$ cat src/rtl/wdog_keylock.sv
module wdog_keylock #(
  parameter int          ADDR_W      = 4,
  parameter int          CTRL_ADDR   = 0,
  parameter int          KEY_ADDR    = 14,
  parameter logic [15:0] KEY_FIRST   = 16'hC520,
  parameter logic [15:0] KEY_SECOND  = 16'hD928,
  parameter int          KEY_GAP     = 20,
  parameter int          OPEN_CYCLES = 256,
  parameter logic [15:0] TIMEOUT     = 16'd1000
) (
  input  logic              clk,
  input  logic              rst_n,
  input  logic [ADDR_W-1:0] bus_addr,
  input  logic [15:0]       bus_wdata,
  input  logic              bus_wr,
  input  logic              bus_rd,
  output logic [15:0]       bus_rdata,
  output logic              rst_req
);
  localparam int SPAN = (KEY_GAP > OPEN_CYCLES) ? KEY_GAP : OPEN_CYCLES;
  localparam int TW   = $clog2(SPAN + 1);
  localparam logic [1:0] P_LOCKED = 2'd0, P_KEYA = 2'd1, P_OPEN = 2'd2;

  logic [1:0]    phase;
  logic [TW-1:0] tick;
  logic [15:0]   ctrl_q, wd_cnt;

  wire key_wr   = bus_wr && bus_addr == ADDR_W'(KEY_ADDR);
  wire ctl_wr   = bus_wr && bus_addr == ADDR_W'(CTRL_ADDR);
  wire gap_last = phase == P_KEYA && tick == TW'(KEY_GAP - 1);
  wire win_last = phase == P_OPEN && tick == TW'(OPEN_CYCLES - 1);
  wire key_ok   = (phase != P_KEYA && bus_wdata == KEY_FIRST) ||
                  (phase == P_KEYA && bus_wdata == KEY_SECOND);
  wire bad_key  = key_wr && !key_ok;
  wire gap_fail = gap_last && !key_wr;
  wire dog_fire = ctrl_q[0] && wd_cnt == 16'd0;
  wire fail     = bad_key || gap_fail || dog_fire;

  always_ff @(posedge clk or negedge rst_n) begin
    if (!rst_n) begin
      phase <= P_LOCKED;
      tick  <= '0;
    end else if (fail) begin
      phase <= P_LOCKED;
      tick  <= '0;
    end else if (key_wr) begin
      phase <= (phase == P_KEYA) ? P_OPEN : P_KEYA;
      tick  <= '0;
    end else if (phase != P_LOCKED) begin
      tick <= tick + TW'(1);
      if (win_last) phase <= P_LOCKED;
    end
  end

  always_ff @(posedge clk or negedge rst_n) begin
    if (!rst_n)                                ctrl_q <= 16'h0001;
    else if (ctl_wr && phase == P_OPEN && !fail) ctrl_q <= bus_wdata;
  end

  always_ff @(posedge clk or negedge rst_n) begin
    if (!rst_n)                      wd_cnt <= TIMEOUT;
    else if (!ctrl_q[0] || fail)     wd_cnt <= TIMEOUT;
    else                             wd_cnt <= wd_cnt - 16'd1;
  end

  always_ff @(posedge clk or negedge rst_n) begin
    if (!rst_n) rst_req <= 1'b0;
    else        rst_req <= fail;
  end

  assign bus_rdata = (bus_rd && bus_addr == ADDR_W'(CTRL_ADDR)) ? ctrl_q : 16'h0000;
endmodule

$ cat config.mk
export PLATFORM = sky130hd
export DESIGN_NAME = wdog_keylock
export DESIGN_NICKNAME = d
export VERILOG_FILES = /design/src/rtl/wdog_keylock.sv
export SDC_FILE = /design/constraint.sdc
export NUM_CORES = 1
export LEC_CHECK = 0
export BUFFER_PORTS_ARGS = -buffer_cell sky130_fd_sc_hd__buf_2
export CAP_MARGIN = 25
export CORE_UTILIZATION = 50
export CTS_CLUSTER_SIZE = 12
export DETAILED_ROUTE_END_ITERATION = 16
export PLACE_DENSITY = 0.69
export SLEW_MARGIN = 20
export SYNTH_ARGS = -nofsm -noshare
export SYNTH_HDL_FRONTEND = slang
export SYNTH_SLANG_ARGS = --single-unit
$ cat constraint.sdc
create_clock -name clk -period 4.2 [get_ports clk]
set_clock_uncertainty 0.15 [all_clocks]
set_input_delay 0.63 -clock clk [delete_from_list [all_inputs] [get_ports clk]]
set_output_delay 0.63 -clock clk [all_outputs]
set_load 0.005 [all_outputs]
Word-level counts from Yosys, hierarchy flattened. Cells that the tools add are included.

Word-level logic and storage cells: 51. Input port bits: 24. Register bits after elaboration: 44. Output and inout port bits: 17.

Add/sub/neg operators: 2. Equality and inequality tests: 8. Reduce and logical (&&, ||, !) cells: 26. Muxes and demuxes: 10.

Operators with widths (number): $eq 16x16->1 const B (2); $mux 16 (2); $mux 9 (3); $logic_not 16->1 (1); $sub 16x1->16 const B (1); $logic_and 1x1->1 (12); $mux 2 (5); $add 9x1->9 const B (1); $eq 9x5->1 const B (1); $eq 9x8->1 const B (1); $reduce_bool 3->1 (2); $eq 4x4->1 const B (1); $logic_not 1->1 (4); $logic_not 4->1 (1); $logic_or 1x1->1 (4); $eq 2x1->1 const B (1); $eq 2x2->1 const B (1); $ne 2x1->1 const B (1); $reduce_and 2->1 (1); $reduce_bool 2->1 (1).

Logic depth before layout (Yosys ltp).
Word-level depth: 9. Mapped depth: 8. Mapped depth without buffers: 7.

Least setup slack after synthesis. OpenSTA, ideal clock, no wires.

Kind: input to output. From: input port bus_addr[0]. To: output port bus_rdata[10]. Required time: 3.420 ns. Path buffers: 1. Arrival: 1.838 ns. Stages: 3. Slack: 1.582 ns. Cells stage by stage: nor4_1 clkbuf_1 and3_1.

Cells in the longest elaborated chain, start to end: 3.

RTL lines: start: declaration (line 13) `input logic [ADDR_W-1:0] bus_addr,`; $logic_not 4->1 (line 71) `assign bus_rdata = (bus_rd && bus_addr == ADDR_W'(CTRL_ADDR)) ? ctrl_q : 16'h0000;`; $logic_and 1x1->1 (line 71); $mux 16 (line 71); end: declaration (line 17) `output logic [15:0] bus_rdata,`.

No other way between the ends.

Worst setup path in the final report.
From: register wd_cnt[9]. To: register ctrl_q[2].

Cells in the longest elaborated chain, start to end: 5.

RTL lines: start: declaration (line 26) `logic [15:0] ctrl_q, wd_cnt;`; start signal: assignment (line 63) `else wd_cnt <= wd_cnt - 16'd1;`; $logic_not 16->1 (line 36) `wire dog_fire = ctrl_q[0] && wd_cnt == 16'd0;`; $logic_and 1x1->1 (line 36); $logic_or 1x1->1 (line 37) `wire fail = bad_key || gap_fail || dog_fire;`; $logic_not 1->1 (line 57) `else if (ctl_wr && phase == P_OPEN && !fail) ctrl_q <= bus_wdata;`; $logic_and 1x1->1 (line 57); end signal: assignment (line 57); end: declaration (line 26).

No other way between the ends. A chain may end at the register's enable or synchronous reset.

==> impl_metrics.toml <==
[run_status]
status = "completed"

[routing]
drtIter0Drc = 78
first_pass_iters = 4
wire_per_inst_um = 14.2
drc = 0
ant_nets = 0
vias = 1605
vias_per_cell = 5.37
drt-total-wl_um = 4260

[floorplanning]
initial_core_util_pct = 54.0
ios = 41
dieArea_um2 = 4750
die_h_um = 68.9
chipWidth_um = 68.9
core_um2 = 4140
rows = 23

[placement]
dp_slack_ns = 1.40
io_buffers = 40
gp_congestion = 0.731
dp_hpwl_um = 3090

[timing]
finalCriticalPeriod_ns = 2.56
rsz0062_at_grt = "false"
setup_viol = 0
fin_tns_setup_ns = 0
setup_ws_ns = 1.64
finalMaxSlewViolations = 0
max_freq_ghz = 0.390
final_hold_viol_count = 0
timing.final.crit_share_pct = 61.1
max_slew_margin_pct = 55.7
worst-slew-pin-transition_ns = 0.661

[layout]
synthToLayoutAreaGrowth_pct = 15.8
antennaDiodeCount = 0
final-seq-area_um2 = 1110
final_nets = 276
multi_input_area_um2 = 1080
fillers = 334
drive_gt1_share_pct = 31.7

[yosys]
synth-edff-count = 0
async_reset_ff_share_pct = 100
yosysSeqAreaShare_pct = 49.6
yosys.area_share.adder_pct = 2.23
syn_area_um2 = 2240
synth-warning-count = 0
synth.largest_area_cell = "dfrtp_1"
synth_top_family_by_area = "simple AND/OR/NAND/NOR gates"
muxShareOfSynthArea_pct = 10.6
ys.flop_type = "dfrtp_1"
synth_top_area_share_pct = 41.3
yosys.area_share.simple_pct = 25.0
synth_area_per_cell_um2 = 11.0
syn-instance-count = 204
ys_types = 41
synth_compound_area_share_pct = 2.51
synth-seq-cells = 44
synth_area_leaders = "dfrtp_1 (41%), dfstp_2 (8.2%), mux2_4 (6.7%)"
synth_nets = 232
synth_xor_area_share_pct = 7.43

[worst_setup_path]
critPathLaunchType = "register"
crit_path_max_fanout = 16
crit_type = "reg2reg"
crit_start = "wd_cnt[9]"
required_ns = 4.23
end_kind = "register"
r2r-start = "wd_cnt[9]"
r2r_cells = 5
worst_ep_arrival_time_ns = 2.59

[pwr]
power_uw = 728
power.density_nw_per_um2 = 281
cellLeakagePower_uw = 0.00131
peakVddDrop_v = 0.000257

[cts]
cts_setup_buffers = 0
cts_htree_levels = 2
cts_root_buf = "clkbuf_8"
ctsHoldBuffers = 0
cts_max_path_buffers = 2
cts-buffers-inserted = 5
cts_resized = 0
path_clk_slew_ns = 0.08
clock-sinks = 44
worstSkewPairLatency_ns = 0.30
cts_tree = "built"

[grt]
grt_max_degree = 45
grt_pass1_wl_um = 6560
antenna_found_initial = 0
grt_overflow = 0
grt_pass1_vias = 1448
grt_usage_pct = 19.3

[worst_hold_path]
min_path_type = "in2async"

[run]
cap_viol_max_count = 0
==> registers in the layout, summed over array words and instances (netlist names) <==
signal	cells
rst_req	1
phase	2
ctrl_q	16
tick	9
wd_cnt	16
==> kinds of logic (layout without fill, tap and decap cells) <==
family / after synthesis / in the layout
AND/OR/NAND/NOR: 100 / 100
flip-flops: 44 / 44
XOR/XNOR: 19 / 19
multiplexers: 18 / 18
buffers and inverters: 10 / 55
AO/OA/AOI/OAI: 9 / 9
adder cells (fa/ha/maj): 4 / 4
==> layer usage <==
| layer | global-route usage (%) | up-vias | part of all wire [%] |
|---|---|---|---|
| met2 | 28.5 | 28 | 44 |
| met3 | 4.61 | 7 | 3.4 |
| met5 | 0 | - | 0 |
| li1 | - | 801 | - |
| met1 | 26.7 | 769 | 51 |
| met4 | 8.67 | 0 | 1.6 |
==> final cells by class <==
cell class | count | share of cell area (%)
sequential | 44 | 42.8
tap | 50 | 2.41
timing repair buffer | 43 | 9.07
multi-input combinational | 150 | 41.6
clock buffer | 6 | 3.19
inverter | 4 | 0.579
clock inverter | 2 | 0.386
==> synth_stat cells (2+ instances only) <==
cell type,count
a21oi_1,2
and3_1,19
clkbuf_1,3
dfrtp_1,37
dfstp_2,7
ha_1,4
inv_1,4
mux2_2,6
mux2_4,10
mux2i_1,2
nand2_1,16
nand2b_1,5
nand3_1,3
nand3b_1,2
nand4_1,2
nor2_1,29
nor3_1,2
nor3b_1,2
nor4_1,5
nor4b_1,3
o21ai_0,2
or3_1,2
or4_1,2
xnor2_1,7
xor2_1,12
==> critical path, cell delays in order, from the launching register on <==
cell and delay, ns:
dfstp_2 0.40, nor4_2 0.35, nand4bb_1 0.20, or4_1 0.62, nand4b_4 0.34, mux2_2 0.38
==> cell usage in the layout (no fill, tap or decap), drive strengths merged, types with 6 or more instances in the layout <==
master / netlist / layout
buf: 3 / 43
dfrtp: 37 / 37
nor2: 29 / 29
and3: 19 / 19
nand2: 16 / 16
mux2: 16 / 16
xor2: 12 / 12
xnor2: 7 / 7
dfstp: 7 / 7
clkbuf: 3 / 6
nor4: 6 / 6
==> where the power goes <==
| part | switching [µW] | internal (µW) | total, µW |
|---|---|---|---|
| Sequential | 0.0774 | 424 | 424 |
| Clock | 141 | 131 | 272 |
| Combinational | 19.6 | 12.3 | 31.9 |
==> final timing paths <==
kind / to / slack, ns
worst min-delay path: tick[2] / 0.1
max in group asynchronous: wd_cnt[3] / 3.25
min in group clk: wd_cnt[0] / 0.34
worst max-delay path: ctrl_q[2] / 1.64
worst max register to register: ctrl_q[2] / 1.64
worst min register to register: wd_cnt[0] / 0.34
==> per-stage QoR <==
stage / utilization (%) / hold slack (ns) / instance area [µm²] / instances
floorplan: - / 0.184 / 2240 / 204
global placement: 59.7 / 0.323 / 2470 / 289
detailed placement: 59.8 / 0.338 / 2480 / 290
CTS: 62.1 / 0.351 / 2570 / 298
global route: 62.6 / 0.116 / 2590 / 299
finish: 62.6 / 0.0955 / 2590 / 299
Power figures use the tool's default switching activity.
